==> src/rtl/rstg_pkg.sv <==
// Package: shared types and helpers for the RS self-test generator.
// Assumes byte-wide patterns and interleave depths of at most 5.
package rstg_pkg;

    localparam int BYTE_W = 8;
    localparam int LANE_W = 3;

    // Block phase: idle after reset, message bytes, parity time.
    typedef enum logic [1:0] {
        PH_IDLE = 2'd0,
        PH_MSG  = 2'd1,
        PH_PAR  = 2'd2
    } phase_t;

    // Pattern codes that produce content; every other code is silent.
    localparam logic [2:0] PAT_COUNT = 3'b001;
    localparam logic [2:0] PAT_LAST  = 3'b010;
    localparam logic [2:0] PAT_TAIL  = 3'b011;
    localparam logic [2:0] PAT_PAIR  = 3'b100;

    // Decode the two-bit depth select into the interleave depth.
    function automatic logic [LANE_W-1:0] depth_of(input logic [1:0] sel);
        case (sel)
            2'b01:   return LANE_W'(4);
            2'b10:   return LANE_W'(1);
            default: return LANE_W'(5);
        endcase
    endfunction

    // Tail byte list used by the tail pattern, indexed by lane.
    function automatic logic [BYTE_W-1:0] tail_byte(input logic [LANE_W-1:0] idx);
        case (idx)
            3'd0:    return 8'h7B;
            3'd1:    return 8'hAF;
            3'd2:    return 8'h99;
            3'd3:    return 8'hFA;
            default: return 8'hB7;
        endcase
    endfunction

endpackage

==> src/rtl/rstg_sequencer.sv <==
// Module: rstg_sequencer
// Walks through each block in a fixed order: bit, then lane (interleave
// slot), then group. The group counter covers message groups first and
// parity groups after them. Depth and pattern code are latched when a
// block starts. Assumes one bit per clock and depth >= 1.
module rstg_sequencer
    import rstg_pkg::*;
#(
    parameter int MSG_GROUPS = 223,
    parameter int PAR_GROUPS = 32
) (
    input  logic                                   clk,
    input  logic                                   rst_n,
    input  logic [1:0]                             depth_sel,
    input  logic [2:0]                             pat_sel,
    output phase_t                                 phase_o,
    output logic [$clog2((MSG_GROUPS > PAR_GROUPS) ? MSG_GROUPS : PAR_GROUPS)-1:0] grp_o,
    output logic [LANE_W-1:0]                      lane_o,
    output logic [$clog2(BYTE_W)-1:0]              bit_o,
    output logic [LANE_W-1:0]                      depth_o,
    output logic [2:0]                             pat_o,
    output logic                                   start_o
);

    localparam int CNT_MAX = (MSG_GROUPS > PAR_GROUPS) ? MSG_GROUPS : PAR_GROUPS;
    localparam int GRP_W   = $clog2(CNT_MAX);
    localparam int BIT_W   = $clog2(BYTE_W);

    phase_t             phase_q;
    logic [GRP_W-1:0]   grp_q;
    logic [LANE_W-1:0]  lane_q;
    logic [BIT_W-1:0]   bit_q;
    logic [LANE_W-1:0]  depth_q;
    logic [2:0]         pat_q;

    logic byte_last;
    logic lane_last;
    logic grp_last;
    logic start;

    // Purpose: flag the last bit, last lane and last group of the current phase.
    always_comb begin
        byte_last = (bit_q == BIT_W'(BYTE_W - 1));
        lane_last = (lane_q == depth_q - LANE_W'(1));
        if (phase_q == PH_MSG) grp_last = (grp_q == GRP_W'(MSG_GROUPS - 1));
        else                   grp_last = (grp_q == GRP_W'(PAR_GROUPS - 1));
        start = (phase_q == PH_IDLE) ||
                ((phase_q == PH_PAR) && byte_last && lane_last && grp_last);
    end

    // Purpose: advance the position counters and latch the configuration at block start.
    always_ff @(posedge clk) begin
        if (!rst_n) begin
            phase_q <= PH_IDLE;
            grp_q   <= '0;
            lane_q  <= '0;
            bit_q   <= '0;
            depth_q <= LANE_W'(1);
            pat_q   <= '0;
        end else if (start) begin
            phase_q <= PH_MSG;
            grp_q   <= '0;
            lane_q  <= '0;
            bit_q   <= '0;
            depth_q <= depth_of(depth_sel);
            pat_q   <= pat_sel;
        end else if (byte_last) begin
            bit_q <= '0;
            if (lane_last) begin
                lane_q <= '0;
                if (grp_last) begin
                    grp_q   <= '0;
                    phase_q <= PH_PAR;
                end else begin
                    grp_q <= grp_q + GRP_W'(1);
                end
            end else begin
                lane_q <= lane_q + LANE_W'(1);
            end
        end else begin
            bit_q <= bit_q + BIT_W'(1);
        end
    end

    assign phase_o = phase_q;
    assign grp_o   = grp_q;
    assign lane_o  = lane_q;
    assign bit_o   = bit_q;
    assign depth_o = depth_q;
    assign pat_o   = pat_q;
    assign start_o = start;

    AST_CFG_HOLD: assert property (@(posedge clk) disable iff (!rst_n)
        (phase_q != PH_MSG || $past(phase_q) != PH_IDLE) && phase_q != PH_IDLE && !$past(start)
        |-> $stable(depth_q) && $stable(pat_q));

    AST_LANE_IN_DEPTH: assert property (@(posedge clk) disable iff (!rst_n)
        phase_q != PH_IDLE |-> lane_q < depth_q);

endmodule

==> src/rtl/rstg_pattern.sv <==
// Module: rstg_pattern
// Works out the current message byte from the group, the lane, the latched
// depth and the pattern code, then picks out one bit, MSB first. The
// output is forced to zero outside the message phase. Assumes the group
// counter counts message groups while active is high.
module rstg_pattern
    import rstg_pkg::*;
#(
    parameter int MSG_GROUPS = 223,
    parameter int GRP_W      = 8
) (
    input  logic                       active_i,
    input  logic [GRP_W-1:0]           grp_i,
    input  logic [LANE_W-1:0]          lane_i,
    input  logic [$clog2(BYTE_W)-1:0]  bit_i,
    input  logic [LANE_W-1:0]          depth_i,
    input  logic [2:0]                 pat_i,
    output logic                       bit_o
);

    localparam int BIT_W = $clog2(BYTE_W);

    logic              grp_final;
    logic              grp_before;
    logic              lane_final;
    logic              single;
    logic [BYTE_W-1:0] byte_v;

    // Purpose: find where the block tail markers sit for the current position.
    always_comb begin
        grp_final  = (grp_i == GRP_W'(MSG_GROUPS - 1));
        grp_before = (grp_i == GRP_W'(MSG_GROUPS - 2));
        lane_final = (lane_i == depth_i - LANE_W'(1));
        single     = (depth_i == LANE_W'(1));
    end

    // Purpose: choose the byte value for the selected pattern.
    always_comb begin
        case (pat_i)
            PAT_COUNT: byte_v = BYTE_W'(lane_i) + BYTE_W'(1);
            PAT_LAST:  byte_v = (grp_final && lane_final) ? 8'h7B : 8'h00;
            PAT_TAIL:  byte_v = grp_final ? tail_byte(lane_i) : 8'h00;
            PAT_PAIR: begin
                if (single)          byte_v = grp_final ? 8'h7B : 8'h00;
                else if (grp_final)  byte_v = 8'h47;
                else if (grp_before) byte_v = 8'h7B;
                else                 byte_v = 8'h00;
            end
            default:   byte_v = 8'h00;
        endcase
    end

    // Purpose: serialise MSB first and keep quiet outside the message phase.
    always_comb begin
        bit_o = active_i & byte_v[BIT_W'(BYTE_W - 1) - bit_i];
    end

endmodule

==> src/rtl/rstg_ready.sv <==
// Module: rstg_ready
// Raises ready at the second block start after reset and holds it there.
// Assumes start_i pulses for one clock on the edge where the gate rises.
module rstg_ready (
    input  logic clk,
    input  logic rst_n,
    input  logic start_i,
    output logic ready_o
);

    logic seen_q;
    logic ready_q;

    // Purpose: remember the first block start, then set ready at the next one.
    always_ff @(posedge clk) begin
        if (!rst_n) begin
            seen_q  <= 1'b0;
            ready_q <= 1'b0;
        end else if (start_i) begin
            seen_q  <= 1'b1;
            ready_q <= ready_q | seen_q;
        end
    end

    assign ready_o = ready_q;

    AST_READY_HOLD: assert property (@(posedge clk) disable iff (!rst_n)
        ready_q |=> ready_q);

endmodule

==> src/rtl/rs_selftest_gen.sv <==
// Module: rs_selftest_gen (top)
// Self-test source for an RS encoder: serial test message, message/parity
// gate and ready flag. Assumes clk is the encoder's bit clock and that the
// encoder reads one message bit per clock while the gate is high.
module rs_selftest_gen
    import rstg_pkg::*;
#(
    parameter int MSG_GROUPS = 223,
    parameter int PAR_GROUPS = 32
) (
    input  logic       clk,
    input  logic       rst_n,
    input  logic [1:0] depth_sel,
    input  logic [2:0] pat_sel,
    output logic       test_msg,
    output logic       msg_gate,
    output logic       test_ready
);

    localparam int CNT_MAX = (MSG_GROUPS > PAR_GROUPS) ? MSG_GROUPS : PAR_GROUPS;
    localparam int GRP_W   = $clog2(CNT_MAX);
    localparam int BIT_W   = $clog2(BYTE_W);

    phase_t             phase;
    logic [GRP_W-1:0]   grp;
    logic [LANE_W-1:0]  lane;
    logic [BIT_W-1:0]   bitn;
    logic [LANE_W-1:0]  depth;
    logic [2:0]         pat;
    logic               start;

    rstg_sequencer #(
        .MSG_GROUPS (MSG_GROUPS),
        .PAR_GROUPS (PAR_GROUPS)
    ) u_seq (
        .clk       (clk),
        .rst_n     (rst_n),
        .depth_sel (depth_sel),
        .pat_sel   (pat_sel),
        .phase_o   (phase),
        .grp_o     (grp),
        .lane_o    (lane),
        .bit_o     (bitn),
        .depth_o   (depth),
        .pat_o     (pat),
        .start_o   (start)
    );

    rstg_pattern #(
        .MSG_GROUPS (MSG_GROUPS),
        .GRP_W      (GRP_W)
    ) u_pat (
        .active_i (phase == PH_MSG),
        .grp_i    (grp),
        .lane_i   (lane),
        .bit_i    (bitn),
        .depth_i  (depth),
        .pat_i    (pat),
        .bit_o    (test_msg)
    );

    rstg_ready u_rdy (
        .clk     (clk),
        .rst_n   (rst_n),
        .start_i (start),
        .ready_o (test_ready)
    );

    assign msg_gate = (phase == PH_MSG);

    // Checker-only counter of consecutive gate-high clocks.
    logic [31:0] run_cnt;

    // Purpose: count how long the gate has been high, for the length check.
    always_ff @(posedge clk) begin
        if (!rst_n) run_cnt <= '0;
        else        run_cnt <= msg_gate ? run_cnt + 32'd1 : 32'd0;
    end

    AST_MSG_LEN: assert property (@(posedge clk) disable iff (!rst_n)
        $fell(msg_gate) |-> run_cnt == 32'(MSG_GROUPS * BYTE_W) * 32'(depth));

    AST_GATE_LOW_SILENT: assert property (@(posedge clk) disable iff (!rst_n)
        !msg_gate |-> !test_msg);

    AST_UNLISTED_SILENT: assert property (@(posedge clk) disable iff (!rst_n)
        (pat == 3'b000 || pat > 3'b100) |-> !test_msg);

    AST_READY_WITH_GATE: assert property (@(posedge clk) disable iff (!rst_n)
        $rose(test_ready) |-> $rose(msg_gate));

    AST_RESET_QUIET: assert property (@(posedge clk)
        !rst_n |=> !msg_gate && !test_msg && !test_ready);

endmodule

==> config.mk <==
export PLATFORM = sky130hd
export DESIGN_NAME = rs_selftest_gen
export DESIGN_NICKNAME = d
export VERILOG_FILES = /design/src/rtl/rstg_pkg.sv /design/src/rtl/rstg_sequencer.sv /design/src/rtl/rstg_pattern.sv /design/src/rtl/rstg_ready.sv /design/src/rtl/rs_selftest_gen.sv
export SDC_FILE = /design/constraint.sdc
export NUM_CORES = 1
export LEC_CHECK = 0
export BUFFER_PORTS_ARGS = -buffer_cell sky130_fd_sc_hd__buf_2
export CORE_ASPECT_RATIO = 1.5
export CORE_UTILIZATION = 60
export DETAILED_ROUTE_END_ITERATION = 16
export GPL_TIMING_DRIVEN = 0
export PLACE_DENSITY = 0.9
export SLEW_MARGIN = 30
export SYNTH_ARGS = -nofsm -noshare
export SYNTH_HDL_FRONTEND = slang
export SYNTH_HIERARCHICAL = 1
export SYNTH_SLANG_ARGS = --single-unit
==> constraint.sdc <==
create_clock -name clk -period 2.8 [get_ports clk]
set_clock_uncertainty 0.05 [all_clocks]
set_input_delay 0.42 -clock clk [delete_from_list [all_inputs] [get_ports clk]]
set_output_delay 0.42 -clock clk [all_outputs]
set_load 0.1 [all_outputs]
After elaboration in Yosys (flattened, before gate mapping)

Index checks and enable logic that the tools add are counted.

Bits in registers: 24
Input port bits: 7
Output and inout port bits: 3
Word-level logic and storage cells: 69

$add $sub $neg: 6
$lt $le $gt $ge: 1
Equality and inequality tests: 17
Multiplexer cells: 18
Bitwise logic cells: 3
Reductions and logical operators: 15

Operators by type and width:

| operator                                            | count |
|---|---|
| case mux 8 bit (4 select lines)                     | 2 |
| 2-to-1 mux 8 bit                                    | 4 |
| 2-to-1 mux 7 bit                                    | 3 |
| == test 8 bit (second input constant)               | 2 |
| == test 3 x 2 -> 1 bit (second input constant)      | 4 |
| == test 3 x 1 -> 1 bit (second input constant)      | 3 |
| adder 8 x 1 -> 8 bit (second input constant)        | 1 |
| == test 8 x 5 -> 1 bit (second input constant)      | 1 |
| adder 3 x 1 -> 3 bit (second input constant)        | 2 |
| == test 3 bit (second input constant)               | 2 |
| 2-to-1 mux 1 bit                                    | 6 |
| case mux 3 bit (2 select lines)                     | 1 |
| AND reduction 3 bit                                 | 2 |
| nonzero test 2 bit                                  | 3 |
| adder 3 x 1 -> 4 bit (second input constant)        | 1 |
| == test 2 x 1 -> 1 bit (second input constant)      | 2 |
| == test 2 bit (second input constant)               | 2 |
| logical AND 1 bit                                   | 4 |
| < comparator 3 x 4 -> 1 bit (second input constant) | 1 |
| binary-select mux 1 bit (select 3 bit)              | 1 |
| == test 3 bit                                       | 1 |
| logical NOT 3 bit                                   | 1 |
| 2-to-1 mux 3 bit                                    | 1 |
| OR reduction 3 bit                                  | 1 |
| 9 further kinds                                     | 9 |

Longest topological paths before layout

Depth in word-level cells: 8
Gate-level depth with buffers: 9
Depth with buffers taken out: 8

By module

The synthesis kept the hierarchy.

By module, submodules not included:

| module          | instances | cells each | area an instance (um2) | sequential area each (um2) |
|---|---|---|---|---|
| rstg_sequencer  | 1         | 115        | 1064.8                 | 420.4 |
| rstg_pattern    | 1         | 76         | 546.8                  | 0.0 |
| rstg_ready      | 1         | 5          | 58.8                   | 40.0 |
| rs_selftest_gen | 1         | 1          | 13.8                   | 0.0 |

Least setup slack after synthesis

Ideal clock, no wire load.

Path type: register -> output
From: register u_seq.depth_q[0], in the netlist u_seq/depth_o[0]
To: output test_msg
Arrival: 3702 ps
Setup slack: -1372 ps
Stages on the path, launching flop included: 9
Buffers on the path: 0
Path through: dfxtp_1 > inv_1 > ha_1 > xor2_1 > xnor2_1 > nand4_1 > a21oi_1 > o2111ai_1 > o32ai_1

Cells in the longest elaborated chain, start to end: 8
Elaborated cells between the ends (all ways): 10
Those cells by class: 1 x add/sub; 2 x eq/ne; 5 x mux; 1 x bitwise; 1 x reduce/logical

RTL lines:

| element                                    | line                  | RTL |
|---|---|---|
| start: declaration                         | rstg_sequencer.sv:33  | `logic [LANE_W-1:0] depth_q;` |
| start signal: assignment                   | rstg_sequencer.sv:65  | `depth_q <= depth_of(depth_sel);` |
| subtractor 3 x 1 -> 3 bit                  | rstg_pattern.sv:33    | `lane_final = (lane_i == depth_i - LANE_W'(1));` |
| == test 3 bit                              | rstg_pattern.sv:33    |  |
| logical AND 1 bit                          | rstg_pattern.sv:41    | `PAT_LAST: byte_v = (grp_final && lane_final) ? 8'h7B : 8'h00;` |
| 2-to-1 mux 7 bit                           | rstg_pattern.sv:41    |  |
| case mux 8 bit (4 select lines) (*)        | rstg_pattern.sv:39    | `case (pat_i)` |
| binary-select mux 1 bit (select 3 bit) (*) | rstg_pattern.sv:55    | `bit_o = active_i & byte_v[BIT_W'(BYTE_W - 1) - bit_i];` |
| 2-to-1 mux 1 bit (implied by the code) (*) | rstg_pattern.sv:55    |  |
| bitwise AND 1 bit (*)                      | rstg_pattern.sv:55    |  |
| end: declaration                           | rs_selftest_gen.sv:15 | `output logic test_msg,` |

Mark *: on every way between the ends. The rest lies on a longest branch, timed or not. The select of a mux whose other input is x is not followed.

Worst setup path after layout

From: register u_seq.grp_q[5], in the netlist u_seq/grp_o[5]
To: output test_msg

Cells in the longest elaborated chain, start to end: 8
Elaborated cells between the ends (all ways): 13
Those cells by class: 2 x eq/ne; 9 x mux; 1 x bitwise; 1 x reduce/logical

RTL lines:

| element                                    | line                 | RTL |
|---|---|---|
| start: declaration                         | rstg_sequencer.sv:30 | `logic [GRP_W-1:0] grp_q;` |
| start signal: assignment                   | rstg_sequencer.sv:75 | `grp_q <= grp_q + GRP_W'(1);` |
| == test 8 bit                              | rstg_pattern.sv:32   | `grp_before = (grp_i == GRP_W'(MSG_GROUPS - 2));` |
| 2-to-1 mux 7 bit                           | rstg_pattern.sv:46   | `else if (grp_before) byte_v = 8'h7B;` |
| 2-to-1 mux 8 bit                           | rstg_pattern.sv:45   | `else if (grp_final) byte_v = 8'h47;` |
| 2-to-1 mux 8 bit                           | rstg_pattern.sv:44   | `if (single) byte_v = grp_final ? 8'h7B : 8'h00;` |
| case mux 8 bit (4 select lines) (*)        | rstg_pattern.sv:39   |  |
| binary-select mux 1 bit (select 3 bit) (*) | rstg_pattern.sv:55   |  |
| 2-to-1 mux 1 bit (implied by the code) (*) | rstg_pattern.sv:55   |  |
| bitwise AND 1 bit (*)                      | rstg_pattern.sv:55   |  |

Marks and branches as above.

==> results.md <==
* Reg clk slew, reported paths at approximately 0.080 ns
* Commonest non-fill, non-tap cell in the layout: dfxtp_1
* Worst Path Arrival at between 2 and 2.5 ns
* Synth top area share at 0.273
* Initial DRT Pass Iterations at 4
* Area contributors post-synth: dfxtp_1 (27%), ha_1 (8.2%), a21oi_1 (5.3%)
* Commonest cells after routing, fill and taps aside: dfxtp_1 (19), nor2_1 (16), a21oi_1 (16), nand2_1 (12)
* Largest net degree at the start of global routing at 13
* ANT cells at 0
* Clk pwr share at 0.323
* Root Driver: clkbuf_8
* GRT Overall Usage at 0.266
* Sw Ratio at 0.262
* Final period utilization at 0.963
* WS Path Type: reg -> out
* Starting Density at 0.629
* Site Rows at 23
* Core Footprint at 2680 um^2
* First-pass GRT wire length at 5940 um
* Final wirelength at ~3800 um
* Per-cell routed wire length at 15.0 um
* Area grow syn2layout at 16.0%
* Iteration-0 DRC Markers at 86
* Number of global-route vias before repair at between 1,000 and 1,500
* Vias at 1,541
* Final Power at between 600 and 700 uW
* R2R Setup Slk at about 0.42 ns
* Cell taking the most area after synthesis: dfxtp_1
* Via density at 6.12
* Peak supply drop at 0.355 mV
* CTS tree: built
* Worst setup SP type: flip-flop
* Post-Syn Instances at 197
* Share of power burned in registers at 0.540
* Crit end category: output pin
* Residual DRC at 0
* WHS at ~0.31 ns
* Final setup fails at 0
* Mapped cell area at 1680 um^2
* Port Buf Inserts at 9
* Fmax at about 0.37 GHz
* Mean area per synthesized cell at roughly 8.5 um^2
* H-tree Lvls at 1
* Clk buf depth at 2
* Post-CTS Hold Buffers at 0
* Relative slew slack at 0.675
* Worst-skew pair later-pin latency at about 0.26 ns
* Post-synth EDFFs at 0
* Layout cells sized above 1 at 0.256
* Nets at 234
* Initial antenna violation count at 0
* Status: complete, no violations
* Hold Fails Final Rpt at 0
* Net load switching power at around 170 uW
* Clock sinks at 23
* Leakage at approximately 0.79 nW
* Die W at 45.3 um
* Fin. max-slew vios at 0
* Internal power at 469 uW
* FF+latch count, synth at 23
* CTS Buf Count at 3
* Die Area at ~3000 um^2
* Worst Path Required at about 2.3 ns
* Fin crit period at roughly 2.7 ns
* Synth async-reset ratio at 0
* Max Cap Viol at 0
* Total number of yosys warnings at 6
* Power Dens Cells at about 320 nW/um^2
* Gr ovfl total at 0
* I/O pin total at 10
* Tightest Pin Transition at roughly 0.47 ns
* Sequential area share after synthesis at 0.273
* Net Count, Synth at 215
* Comb power frac at 0.137
* Final antenna-violating net count at 0
* HP Class: in -> reg
* Placer Congestion at around 0.89
* Prevailing post-synth register cell: dfxtp_1
* Crit-path max FO at 8
* Detailed Place HPWL at between 2000 and 3000 um
* Distinct cells, synth at 57
* Chip Height at between 60 and 70 um
## sequential cells by signal, summed over array words and instances (netlist names)
signal and flops:
u_rdy/ready_o 1, u_seq/bit_o 3, u_seq/grp_o 8, u_seq/depth_o 2, u_seq/phase_o 2, u_rdy/seen_q 1
u_seq/lane_o 3, u_seq/pat_o 3
## power groups by stage
| stage | Sequential [mW] | Combinational (mW) | Clock [mW] |
|---|---|---|---|
| 3_3_place_gp | 0.353 | 0.0762 | 0 |
| 6_report | 0.343 | 0.0868 | 0.205 |
| 3_5_place_dp | 0.353 | 0.0786 | 0 |
| 4_1_cts | 0.346 | 0.0801 | 0.212 |
| 2_1_floorplan | 0.357 | 0.0561 | 0 |
| 5_1_grt | 0.345 | 0.0936 | 0.219 |
## kinds of logic after synthesis
| kind of cell | synth area share |
|---|---|
| flops | 0.273 |
| other cells | 0.00223 |
| xor+xnor | 0.0409 |
| simple gates | 0.296 |
| mux | 0.0446 |
| fa+ha+maj | 0.0817 |
| buf+inv | 0.0475 |
| compound gates | 0.214 |
## area by class of cell
cell class / instances / area (um^2)
fill: 209 / 722
clock buffer: 4 / 45.0
multi-input combinational: 157 / 1210
sequential: 23 / 473
timing repair buffer: 14 / 95.1
buffer: 7 / 45.0
inverter: 10 / 37.5
tap: 37 / 46.3
## worst paths after layout
kind	startpoint	endpoint	depth (start not counted)
worst max-delay path	u_seq/grp_o[5]	test_msg	8
worst min-delay path	depth_sel[1]	u_seq/depth_o[2]	2
worst max register to register	u_seq/bit_o[1]	u_seq/lane_o[2]	9
worst min register to register	u_seq/bit_o[0]	u_seq/bit_o[0]	1
## stage by stage
step / utilization / area, um^2 / cells / setup TNS [ns] / setup slack [ns]
final: 0.730 / 1950 / 252 / 0 / 0.105
after global routing: 0.730 / 1950 / 252 / -0.0278 / -0.0278
after CTS: 0.697 / 1870 / 247 / 0 / 0.00424
after detailed placement: 0.670 / 1790 / 243 / -0.0121 / -0.0121
after global placement: 0.670 / 1790 / 243 / 0 / 0.0116
after floorplan: - / 1700 / 197 / 0 / 0.0421
## synthesized netlist by cell type, drive strengths merged, types with 3 or more instances
cell,instances
a21oi,18
a311oi,3
a31oi,4
buf,5
dfxtp,23
ha,11
inv,10
mux2i,6
nand2,13
nand2b,4
nand3,7
nand3b,4
nand4,4
nor2,17
nor2b,6
nor3,7
nor3b,4
nor4,3
o21a,3
o21ai,12
o41ai,3
xnor2,3
xor2,4
## metal layers
metal  track usage  vias to the layer above  part of all wire
met3        0.0190                       13             0.022
met2         0.484                       38              0.54
met4         0.155                        0             0.031
li1              -                      761                 -
met5             0                        -                 0
met1         0.285                      729              0.40
## critical path: stages, from the launching register on
cell and delay, ns:
dfxtp_1 0.54, nand4b_4 0.23, nor4_4 0.04, buf_4 0.16, a2111oi_2 0.32, a31oi_1 0.10, nor3b_2 0.27, o32ai_4 0.13
buf_12 0.18
## timing repair
item                       4_1_cts  5_1_grt
pin swaps                        0        8
setup buffers                    0        5
gates cloned                     0        0
setup endpoints to repair        1        1
resized for setup               10       14
No activity file was read; power rests on OpenSTA's default activity.
